===== src/rtl/fqr_pkg.sv =====
package fqr_pkg;

    localparam int TBL_LEN = 82;

    typedef enum logic {
        MODE_IDENT = 1'b0,
        MODE_QUERY = 1'b1
    } fqr_mode_e;

    typedef logic [TBL_LEN*8-1:0] fqr_table_t;

    function automatic fqr_table_t default_table();
        fqr_table_t t;
        t = '0;
        t[8*16 +: 8] = 8'h51;
        t[8*17 +: 8] = 8'h52;
        t[8*18 +: 8] = 8'h59;
        t[8*19 +: 8] = 8'h01;
        t[8*21 +: 8] = 8'h31;
        t[8*27 +: 8] = 8'h45;
        t[8*28 +: 8] = 8'h55;
        t[8*39 +: 8] = 8'h16;
        t[8*40 +: 8] = 8'h02;
        t[8*42 +: 8] = 8'h0B;
        t[8*44 +: 8] = 8'h01;
        t[8*49 +: 8] = 8'h50;
        t[8*50 +: 8] = 8'h52;
        t[8*51 +: 8] = 8'h49;
        return t;
    endfunction

    function automatic int clamp_lg(input int code, input int lg_max);
        return (code > lg_max) ? lg_max : code;
    endfunction

endpackage


===== src/rtl/fqr_dev_resp.sv =====
module fqr_dev_resp
    import fqr_pkg::*;
#(
    parameter int         IDX_W     = 12,
    parameter int         BANK      = 2,
    parameter int         DEV       = 1,
    parameter int         MAXW      = 2,
    parameter fqr_table_t TABLE     = default_table(),
    parameter logic [15:0] MFR_CODE = 16'h5A3C,
    parameter logic [15:0] PART_CODE = 16'h17E4
) (
    input  logic [IDX_W-1:0] idx,
    input  fqr_mode_e        mode,
    output logic [8*DEV-1:0] lane
);
    localparam int  LW     = 8 * DEV;
    localparam bit  REPEAT = (DEV != MAXW);
    localparam bit  UNSUP  = REPEAT && ((DEV != 1) || (BANK > 4));
    localparam logic [LW+15:0] MFR_EXT  = {{LW{1'b0}}, MFR_CODE};
    localparam logic [LW+15:0] PART_EXT = {{LW{1'b0}}, PART_CODE};

    logic [7:0]        tbyte;
    logic [8*MAXW-1:0] qwide;
    logic [LW-1:0]     qlane;
    logic [LW-1:0]     idlane;

    // table lookup; out-of-range index leaves zero
    always_comb begin
        tbyte = 8'h00;
        for (int e = 0; e < TBL_LEN; e++) begin
            if (idx == IDX_W'(e)) tbyte = TABLE[8*e +: 8];
        end
    end

    // one part's answer across its maximum width
    for (genvar m = 0; m < MAXW; m++) begin : g_wide
        if (m == 0 || REPEAT) begin : g_fill
            assign qwide[8*m +: 8] = tbyte;
        end else begin : g_pad
            assign qwide[8*m +: 8] = 8'h00;
        end
    end

    if (UNSUP) begin : g_unsup
        assign qlane = '0;
    end else begin : g_sup
        assign qlane = qwide[LW-1:0];
    end

    always_comb begin
        unique case (idx[7:0])
            8'd0:    idlane = MFR_EXT[LW-1:0];
            8'd1:    idlane = PART_EXT[LW-1:0];
            default: idlane = '0;
        endcase
    end

    assign lane = (mode == MODE_QUERY) ? qlane : idlane;

endmodule


===== src/rtl/fqr_lane_rep.sv =====
module fqr_lane_rep #(
    parameter int BANK = 2,
    parameter int DEV  = 1
) (
    input  logic [8*DEV-1:0]  lane,
    output logic [8*BANK-1:0] slice
);
    localparam int NLANE = BANK / DEV;

    for (genvar j = 0; j < NLANE; j++) begin : g_lane
        assign slice[8*DEV*j +: 8*DEV] = lane;
    end
    if (NLANE * DEV < BANK) begin : g_rem
        assign slice[8*BANK-1 : 8*DEV*NLANE] = '0;
    end

endmodule


===== src/rtl/fqr_pack.sv =====
module fqr_pack
    import fqr_pkg::*;
#(
    parameter int RAW_BYTES  = 4,
    parameter int WORD_BYTES = 4,
    parameter int SIZE_W     = 2
) (
    input  logic [8*RAW_BYTES-1:0]  raw,
    input  logic [SIZE_W-1:0]       size,
    output logic [8*WORD_BYTES-1:0] word
);
    localparam int LG_WORD = $clog2(WORD_BYTES);

    int nbytes;
    always_comb nbytes = 1 << clamp_lg(int'(size), LG_WORD);

    for (genvar j = 0; j < WORD_BYTES; j++) begin : g_byte
        if (j < RAW_BYTES) begin : g_src
            assign word[8*j +: 8] = (j < nbytes) ? raw[8*j +: 8] : 8'h00;
        end else begin : g_none
            assign word[8*j +: 8] = 8'h00;
        end
    end

endmodule


===== src/rtl/flash_query_replicator.sv =====
module flash_query_replicator
    import fqr_pkg::*;
#(
    parameter int          ADDR_W        = 11,
    parameter int          BANK_BYTES    = 2,
    parameter int          DEV_BYTES     = 1,
    parameter int          MAX_DEV_BYTES = 2,
    parameter int          WORD_BYTES    = 4,
    parameter int          SIZE_W        = 2,
    parameter fqr_table_t  TABLE         = default_table(),
    parameter logic [15:0] MFR_CODE      = 16'h5A3C,
    parameter logic [15:0] PART_CODE     = 16'h17E4
) (
    input  logic                    clk,
    input  logic                    rst,
    input  logic                    rd_en,
    input  logic                    rd_mode,
    input  logic [ADDR_W-1:0]       rd_addr,
    input  logic [SIZE_W-1:0]       rd_size,
    output logic                    rd_valid,
    output logic [8*WORD_BYTES-1:0] rd_data
);
    localparam int SHIFT = $clog2(BANK_BYTES) + $clog2(MAX_DEV_BYTES) - $clog2(DEV_BYTES);
    localparam int NCH   = (WORD_BYTES >= BANK_BYTES) ? (WORD_BYTES / BANK_BYTES) : 1;
    localparam int RAW   = NCH * BANK_BYTES;
    localparam int CW    = ADDR_W + $clog2(RAW) + 1;

    fqr_mode_e             mode;
    logic [8*RAW-1:0]      raw;
    logic [8*WORD_BYTES-1:0] word;

    assign mode = fqr_mode_e'(rd_mode);

    // one bank-width lookup per slice of the access
    for (genvar k = 0; k < NCH; k++) begin : g_slice
        logic [CW-1:0]           a_k;
        logic [CW-1:0]           idx_k;
        logic [8*DEV_BYTES-1:0]  lane_k;

        assign a_k   = CW'(rd_addr) + CW'(k * BANK_BYTES);
        assign idx_k = a_k >> SHIFT;

        fqr_dev_resp #(
            .IDX_W    (CW),
            .BANK     (BANK_BYTES),
            .DEV      (DEV_BYTES),
            .MAXW     (MAX_DEV_BYTES),
            .TABLE    (TABLE),
            .MFR_CODE (MFR_CODE),
            .PART_CODE(PART_CODE)
        ) u_resp (
            .idx (idx_k),
            .mode(mode),
            .lane(lane_k)
        );

        fqr_lane_rep #(
            .BANK(BANK_BYTES),
            .DEV (DEV_BYTES)
        ) u_rep (
            .lane (lane_k),
            .slice(raw[8*BANK_BYTES*k +: 8*BANK_BYTES])
        );
    end

    fqr_pack #(
        .RAW_BYTES (RAW),
        .WORD_BYTES(WORD_BYTES),
        .SIZE_W    (SIZE_W)
    ) u_pack (
        .raw (raw),
        .size(rd_size),
        .word(word)
    );

    always_ff @(posedge clk) begin
        if (rst) begin
            rd_valid <= 1'b0;
            rd_data  <= '0;
        end else begin
            rd_valid <= rd_en;
            if (rd_en) rd_data <= word;
        end
    end

endmodule


===== config.mk =====
export PLATFORM = sky130hd
export DESIGN_NAME = flash_query_replicator
export DESIGN_NICKNAME = d
export VERILOG_FILES = /design/src/rtl/fqr_pkg.sv /design/src/rtl/fqr_dev_resp.sv /design/src/rtl/fqr_lane_rep.sv /design/src/rtl/fqr_pack.sv /design/src/rtl/flash_query_replicator.sv
export SDC_FILE = /design/constraint.sdc
export NUM_CORES = 1
export LEC_CHECK = 0
export ABC_AREA = 0
export BUFFER_PORTS_ARGS = -buffer_cell sky130_fd_sc_hd__buf_2
export CAP_MARGIN = 20
export CORE_UTILIZATION = 55
export DETAILED_ROUTE_END_ITERATION = 8
export PLACE_DENSITY = 0.87
export SKIP_LAST_GASP = 1
export SLEW_MARGIN = 20
export SYNTH_ARGS = -nofsm -noshare
export SYNTH_HDL_FRONTEND = slang
export SYNTH_SLANG_ARGS = --single-unit
export TNS_END_PERCENT = 50

===== constraint.sdc =====
create_clock -name clk -period 2.55 [get_ports clk]
set_clock_uncertainty 0.1 [all_clocks]
set_input_delay 0.1275 -clock clk [delete_from_list [all_inputs] [get_ports clk]]
set_output_delay 0.1275 -clock clk [all_outputs]
set_load 0.02 [all_outputs]

Word-level counts from Yosys, hierarchy flattened
Index checks and enable logic that the tools add are counted.
{"block": "word_totals", "regBits": 33, "inputBits": 17, "out_inout_bits": 33, "wordCells": 286}
{"block": "classes", "n_addsub": 1, "n_lt_le_gt_ge": 5, "n_eq_ne": 134, "shift": 1, "mux": 141, "reduce_logical": 2}
{"cell": "2-to-1 mux 8 bit", "n": 136}
{"cell": "equality test 10 x 6 -> 1 bit (second input constant)", "n": 32}
{"cell": "equality test 9 x 6 -> 1 bit (second input constant)", "n": 32}
{"cell": "equality test 10 x 7 -> 1 bit (second input constant)", "n": 18}
{"cell": "equality test 9 x 7 -> 1 bit (second input constant)", "n": 18}
{"cell": "equality test 10 x 5 -> 1 bit (second input constant)", "n": 16}
{"cell": "equality test 9 x 5 -> 1 bit (second input constant)", "n": 16}
{"cell": "less-than comparator 3 x 32 -> 1 bit (first input constant)", "n": 2}
{"cell": "less-than comparator 1 x 32 -> 1 bit (first input constant)", "n": 1}
{"cell": "less-than comparator 2 x 32 -> 1 bit (first input constant)", "n": 1}
{"cell": "case mux 8 bit (2 select lines)", "n": 2}
{"cell": "left shift 1 x 32 -> 32 bit (first input constant)", "n": 1}
{"cell": "equality test 8 x 1 -> 1 bit (second input constant)", "n": 2}
{"cell": "logical NOT 8 bit", "n": 2}
{"cell": "2-to-1 mux 7 bit", "n": 2}
{"cell": "adder 11 x 2 -> 12 bit (second input constant)", "n": 1}
{"cell": "greater-than comparator 2 bit (second input constant)", "n": 1}
{"cell": "2-to-1 mux 2 bit", "n": 1}

Longest topological paths before layout
Gate-level depths: netlist of run 1.
{"block": "logic_depth", "word_depth": 70, "mapped_depth": 11, "depth_no_buf": 8}

Cells and area by module
Synthesis of run 1 repeated with hierarchy kept, for this count alone.
{"block": "hier_totals", "cells_unflattened": 344, "hier_area_um2": 2711.4}
{"module": "flash_query_replicator", "n_inst": 1, "cells_per_inst": 127, "area_each_um2": 1312.5, "seq_area_each_um2": 660.6}
{"module": "fqr_dev_resp at g_slice[1].u_resp", "n_inst": 1, "cells_per_inst": 88, "area_each_um2": 524.3, "seq_area_each_um2": 0.0}
{"module": "fqr_dev_resp at g_slice[0].u_resp", "n_inst": 1, "cells_per_inst": 62, "area_each_um2": 409.1, "seq_area_each_um2": 0.0}
{"module": "fqr_lane_rep", "n_inst": 2, "cells_per_inst": 16, "area_each_um2": 120.1, "seq_area_each_um2": 0.0}
{"module": "fqr_pack", "n_inst": 1, "cells_per_inst": 35, "area_each_um2": 225.2, "seq_area_each_um2": 0.0}

Least setup slack after synthesis of run 1
OpenSTA, ideal clock, no wires.
{"block": "synth_path", "path_type": "input to register", "from": "input rd_addr[1]", "to": "register rd_data[22]", "t_arrival_ns": 1.765, "setup_slack_ns": 0.611, "stages": 9, "path_buffers": 1, "path_cell_list": "ha_1 -> nand3_2 -> buf_4 -> o32a_1 -> o32ai_4 -> a21boi_2 -> o221a_2 -> o21ai_1 -> a31oi_1"}
{"block": "synth_between", "elab_chain_len": 70}
{"item": "from (decl)", "line": "flash_query_replicator.sv:18", "rtl": "input logic [ADDR_W-1:0] rd_addr,"}
{"item": "adder 11 x 2 -> 12 bit (*)", "line": "flash_query_replicator.sv:40", "rtl": "assign a_k = CW'(rd_addr) + CW'(k * BANK_BYTES);"}
{"item": "equality test 10 x 5 -> 1 bit", "line": "fqr_dev_resp.sv:31", "rtl": "if (idx == IDX_W'(e)) tbyte = TABLE[8*e +: 8];"}
{"item": "2-to-1 mux 7 bit", "line": "fqr_dev_resp.sv:31"}
{"item": "2-to-1 mux 8 bit (65 in series)", "line": "fqr_dev_resp.sv:31"}
{"item": "2-to-1 mux 8 bit (*)", "line": "fqr_dev_resp.sv:58", "rtl": "assign lane = (mode == MODE_QUERY) ? qlane : idlane;"}
{"item": "2-to-1 mux 8 bit (*)", "line": "fqr_pack.sv:19", "rtl": "assign word[8*j +: 8] = (j < nbytes) ? raw[8*j +: 8] : 8'h00;"}
{"item": "to (signal assigned)", "line": "flash_query_replicator.sv:82", "rtl": "if (rd_en) rd_data <= word;"}
{"item": "to (decl)", "line": "flash_query_replicator.sv:21", "rtl": "output logic [8*WORD_BYTES-1:0] rd_data"}
Mark *: on every way between the ends. The rest lies on a longest branch, timed or not.
A chain may end at the register's enable or synchronous reset.

Worst setup path in the final report of run 1
{"block": "layout_path", "from": "input rd_addr[4]", "to": "register rd_data[19]"}
{"block": "layout_between", "elab_chain_len": 69}
{"item": "adder 11 x 2 -> 12 bit (*)", "line": "flash_query_replicator.sv:40"}
{"item": "equality test 10 x 5 -> 1 bit", "line": "fqr_dev_resp.sv:31"}
{"item": "2-to-1 mux 8 bit (65 in series)", "line": "fqr_dev_resp.sv:31"}
{"item": "2-to-1 mux 8 bit (*)", "line": "fqr_dev_resp.sv:58"}
{"item": "2-to-1 mux 8 bit (*)", "line": "fqr_pack.sv:19"}
Marked as above.

==> results of run 1 <==
==> kinds of logic after synthesis <==
logic type      after synthesis
compound gates               96
xor+xnor                      8
fa+ha+maj                     1
buf+inv                      45
flops                        26
mux                           3
simple gates                132
==> metrics by stage <==
step / hold WS (ns) / total power [mW] / instances / utilization, %
detailed placement: 0.325 / 0.685 / 388 / 62.5
finish: 0.0899 / 1.01 / 392 / 64.3
global placement: 0.321 / 0.676 / 388 / 62.5
floorplan: 0.0969 / 0.622 / 311 / -
CTS: 0.0892 / 1.01 / 392 / 64.3
global route: 0.0890 / 1.06 / 392 / 64.3
==> sequential cells by signal, indices dropped and copies added (netlist names) <==
signal / cells
rd_valid: 1
rd_data: 25
==> power groups by stage <==
stage                     logic, mW  registers (mW)  clock network (mW)
after floorplan               0.187           0.434                   0
after global placement        0.251           0.426                   0
after detailed placement      0.259           0.426                   0
after CTS                     0.261           0.416               0.337
after global routing          0.292           0.417               0.353
final                         0.266           0.416               0.330
==> layout make-up <==
cell class	instances	area share [%]
inverter	13	1.90
multi-input combinational	240	60.1
sequential	26	20.2
clock buffer	3	1.61
timing repair buffer	59	12.5
tap	50	2.43
clock inverter	1	1.17
==> final timing paths <==
path | start | to | cells after the start
worst min-delay path | rd_en | rd_data[18] | 2
worst min register to register | rd_data[16] | rd_data[16] | 2
worst max-delay path | rd_addr[4] | rd_data[19] | 8
worst max register to register | rd_data[20] | rd_data[20] | 4
==> placed cells by master (no fill, tap or decap), types with 3 or more instances in the layout <==
cell type	instances
xnor2_1	4
o31ai_1	4
o22ai_1	3
dfxtp_1	26
nor3b_1	3
buf_4	11
o21ai_0	12
xor2_1	4
nor3_1	9
nand2b_1	5
o211ai_1	6
inv_1	12
o21a_1	3
a2bb2oi_1	3
buf_2	48
nand2_2	3
nor4b_1	4
nand3b_1	4
a22oi_1	4
nand4b_1	3
nor2_1	27
nand3_1	9
nand2_1	36
a21oi_1	23
nor4_1	4
a31oi_1	5
clkbuf_8	3
==> routing by layer <==
layer / wire length, um / vias to the layer above / global-route usage (%)
li1: - / 1203 / -
met1: 2570 / 1137 / 36.4
met2: 3020 / 96 / 51.1
met3: 313 / 12 / 3.77
met4: 93 / 0 / 7.45
met5: 0 / - / 0
==> synth_stat cells (5+ instances only) <==
cell type   n  share of area [%]
o211ai_1    6                2.0
buf_2       9                2.0
dfxtp_1    26                 23
clkbuf_1    9                1.5
buf_4      11                3.6
o21ai_0    12                2.6
nor3_1      9                2.0
nor2_1     27                4.4
a21oi_1    23                5.0
nand2_1    36                5.9
nand2b_1    5                1.4
inv_1      12                2.0
nand3_1     9                2.0
a31oi_1     5                1.4
==> results.cfg, run 1 <==
[cells_and_area]
area_growth_pct = 12.0
nets = 361
fillCellCount = 346
drive_above_1_share_pct = 24.3
n_antenna_cell = 0
multi_input_area_sq_mm = 0.00155
final_cell_area_sq_mm = 0.00257
ff_latch_area_sq_um = 520

[timing]
hold_violations = 0
finalCritPeriodShare_pct = 82.6
setup_slack_ns = 0.442
grt_setup_unrepaired = no
setup_viol_count_final = 0
period_needed_ns = 2.11
fmax_mhz = 474
setup_tns_ns = 0
relSlewSlack_pct = 55.9
drv_slew = 0
worst_slew_pin_slew_ns = 0.661

[synth]
syn-num-nets = 329
synth.area.mux_share_pct = 1.36
synthSimpleGateAreaFrac_pct = 32.2
synthFlopType = dfxtp_1
synthAdderAreaFrac_pct = 0.545
synth_compound_area_share_pct = 30.2
synth-async-reset-ratio_pct = 0
ys_types = 76
syn_area_sq_mm = 0.00230
synth_edf_count = 0
synth_top_family_by_area = simple AND/OR/NAND/NOR gates
synth-xor-area-share_pct = 3.05
avgSynthCellArea_sq_um = 7.38
synth_seq_cells = 26
ys.warnings.count = 0
ys_seq_area_share_pct = 22.7
synth_cells = 311

[clock_tree]
clk_pin_slew_ns = 0.08
postCtsHoldBufs = 0
clock_latency_ns = 0.26
clockRootBuffer = clkbuf_8
postCtsResizedCells = 0
clockBufferDepth = 2
numCtsBuffers = 3
post_cts_buffers = 0
tritoncts = done
cts_sinks = 26
cts.htree.levels = 1

[drt]
wirelength_um = 5990
first_pass_iters = 5
drc_errors = 0
antenna_left = 0
initialDrtViolationCount = 190
wire_per_inst_um = 15.3
via_per_inst = 6.24
vias = 2448

[setup_path]
worstSetupEndpointType = flip-flop
worstSetupPathType = input port to flip-flop
critPathBufInv = 1
path_delay_family = compound AO/OA/AOI/OAI gates
reg2reg_slack_ns = 1.59
crit_path_max_incr_delay_ns = 0.50
crit_arrival_ns = 2.19
worstPathCellList = buf_2 -> nand4_1 -> nor4_2 -> mux2i_1 -> o211ai_2 -> o22ai_1 -> o21ai_0 -> a21oi_1
critPathLaunchType = input port
cp_max_fo = 14
cp.required_ns = 2.64
cpMaxStageDelayCell = mux2i_1

[power]
p_sw_share_pct = 29.4
switching_power_uw = 298
ir_worst_vdd_mv = 0.249
p_int_uw = 714
sequentialPowerShare_pct = 41.1
comb_power_share_pct = 26.2
pwr-share-clk_pct = 32.6
power.density_mw_per_mm2 = 393
power_leakage_nw = 1.05

[global_route]
antenna_found_initial = 0
grt_max_degree = 25
groute.usage.overall_pct = 29.0
grt_pass1_vias = 2237
grt_overflow = 0
grt_first_pass_wirelength_um = 10200

[floorplan]
die_x_um = 66.6
initial_core_util_pct = 57.4
fp-row-count = 23
dieArea_sq_mm = 0.00444
pin_count = 50
die_h_um = 66.6
core_area_sq_mm = 0.00400

[placement]
gp_congestion = 0.899
numPortBuffers = 48
dp.final_hpwl_um = 4460
placed_cell_area_sq_mm = 0.00250
pre_cts_ws_ns = 0.248

[min_path]
hold_path_class = input port to flip-flop

[outcome]
status = complete, no violations

[run]
maxCapViolCount = 0
Power figures use the tool's default switching activity.
==> run 2, diff against run 1 <==
Settings changed: CORE_UTILIZATION 55 to 49, PLACE_DENSITY 0.87 to 0.82.
Clock period 2.55 ns to 1.92 ns, I/O delays scaled along.
==> run 2 against run 1 <==
Register-to-register slack got worse by 0.61 ns. Worst setup slack got worse by 0.37 ns. Critical path depth is 3 higher. Flip-flop and latch count did not move. Hold slack worse by 0.043 ns. Clock power up 34%. Sequential share of layout area is 3.2 points lower. Critical endpoint unchanged. Critical path type unchanged. Largest cell class unchanged.
==> results.cfg, run 2 (synthesis results as in run 1) <==
[floorplan]
core_area_sq_mm = 0.00441
pin_count = 50
die_x_um = 70.5
fp-row-count = 24
dieArea_sq_mm = 0.00496
die_h_um = 70.5
initial_core_util_pct = 52.0

[timing]
hold_violations = 0
period_needed_ns = 1.85
relSlewSlack_pct = 72.2
drv_slew = 0
finalCritPeriodShare_pct = 96.3
fmax_mhz = 541
setup_viol_count_final = 0
worst_slew_pin_slew_ns = 0.412

[global_route]
antenna_found_initial = 0
grt_first_pass_wirelength_um = 10900
groute.usage.overall_pct = 26.3
grt_overflow = 0
grt_pass1_vias = 2445
grt_max_degree = 25

[clock_tree]
clk_pin_slew_ns = 0.08
tritoncts = done
clock_latency_ns = 0.27
cts.htree.levels = 1
cts_sinks = 26
numCtsBuffers = 3
clockRootBuffer = clkbuf_8
postCtsHoldBufs = 0
clockBufferDepth = 2

[outcome]
status = complete, no violations

[setup_path]
r2r.worst_path.cells = 4
critPathLaunchType = input port
cpMaxStageDelayCell = xor2_1
worstPathCellList = buf_6 -> ha_4 -> buf_6 -> buf_4 -> xor2_1 -> nand2_1 -> nor2_1 -> mux2i_1 -> o22ai_2 -> o21ai_0 -> a21oi_1
r2r-start = rd_data[20]
reg2reg_slack_ns = 0.98
cp_max_fo = 5
crit_path_max_incr_delay_ns = 0.35
cp.required_ns = 2.02
worstSetupPathType = input port to flip-flop
r2r-end = rd_data[20]
crit_arrival_ns = 1.95
crit_top_cell = buf_6
worstSetupEndpointType = flip-flop

[drt]
wire_per_inst_um = 15.3
wirelength_um = 6810
first_pass_iters = 4
drc_errors = 0
vias = 2674
via_per_inst = 6.02
antenna_left = 0
initialDrtViolationCount = 229

[placement]
placedCellCount = 435
numPortBuffers = 48
dp.final_hpwl_um = 5090
gp_congestion = 0.919
placed_cell_area_sq_mm = 0.00285

[run]
maxCapViolCount = 0

[cells_and_area]
most-common-layout-cells = buf_4, buf_2, nand2_1
drive_above_1_share_pct = 36.0
layout_commonest_cell = buf_4
post-route-util_pct = 69.0
largest_register_ffs = 25
n_antenna_cell = 0
regMostFlops = rd_data
final_cell_area_sq_mm = 0.00305
final_cells = 444
area_growth_pct = 32.8
nets = 411
largestRegisters = rd_data x25, rd_valid x1

[min_path]
min_to = rd_data[18]
hold_path_class = input port to flip-flop
min_path_cells = 2
min-delay-start = rd_en

[power]
power.density_mw_per_mm2 = 478
power_leakage_nw = 1.30
ir_worst_vdd_mv = 0.329
## run 2: worst max path at each step
stage	startpoint	end	slack, ns	cells after the start
3_5_place_dp	rd_addr[1]	rd_data[16]	-0.24	10
2_1_floorplan	rd_addr[1]	rd_data[22]	0.01	9
5_1_grt	rd_addr[2]	rd_data[19]	-0.14	11
4_1_cts	rd_addr[1]	rd_data[16]	0.04	10
3_3_place_gp	rd_addr[1]	rd_data[22]	-0.15	10
6_report	rd_addr[2]	rd_data[19]	0.07	11
## run 2: routing by layer
layer | GRT usage, % | share of wire [%] | vias to the layer above
met2 | 45.6 | 50 | 109
li1 | - | - | 1314
met1 | 33.5 | 42 | 1237
met4 | 7.78 | 2.1 | 0
met3 | 3.75 | 6.3 | 14
met5 | 0 | 0 | -
## run 2: stage by stage
stage / setup slack [ns] / setup TNS, ns / power [mW] / hold WS (ns)
final: 0.0706 / 0 / 1.46 / 0.0464
after global routing: -0.138 / -0.364 / 1.52 / 0.0398
after CTS: 0.0386 / 0 / 1.43 / 0.0374
after detailed placement: -0.239 / -1.86 / 0.990 / 0.314
after global placement: -0.154 / -1.08 / 0.980 / 0.320
after floorplan: 0.0122 / 0 / 0.825 / 0.0654
## run 2: repair_timing
item	in CTS	in global routing
endpoints found under the setup margin	0	7
setup buffers	0	5
gates resized for setup	0	18
## run 2: critical path, delay by kind of cell
family | cells | cell delay (ns)
xor+xnor | 1 | 0.35
simple gates | 2 | 0.34
mux | 1 | 0.14
fa+ha+maj | 1 | 0.17
buf+inv | 3 | 0.35
compound gates | 3 | 0.49
## run 2: power breakdown
group	switching [mW]	internal [mW]	total, mW
Sequential	0.00496	0.548	0.553
Clock	0.164	0.279	0.443
Combinational	0.260	0.200	0.460
Total	0.429	1.03	1.46
## run 2: cell type report
type                    instances  area [sq um]
well taps                      52          65.1
inverters                      13          48.8
flip-flops and latches         26           520
fillers                       355          1370
clock buffers                   3          41.3
repair buffers                109           734
multi-input cells             240          1610
clock inverters                 1          30.0
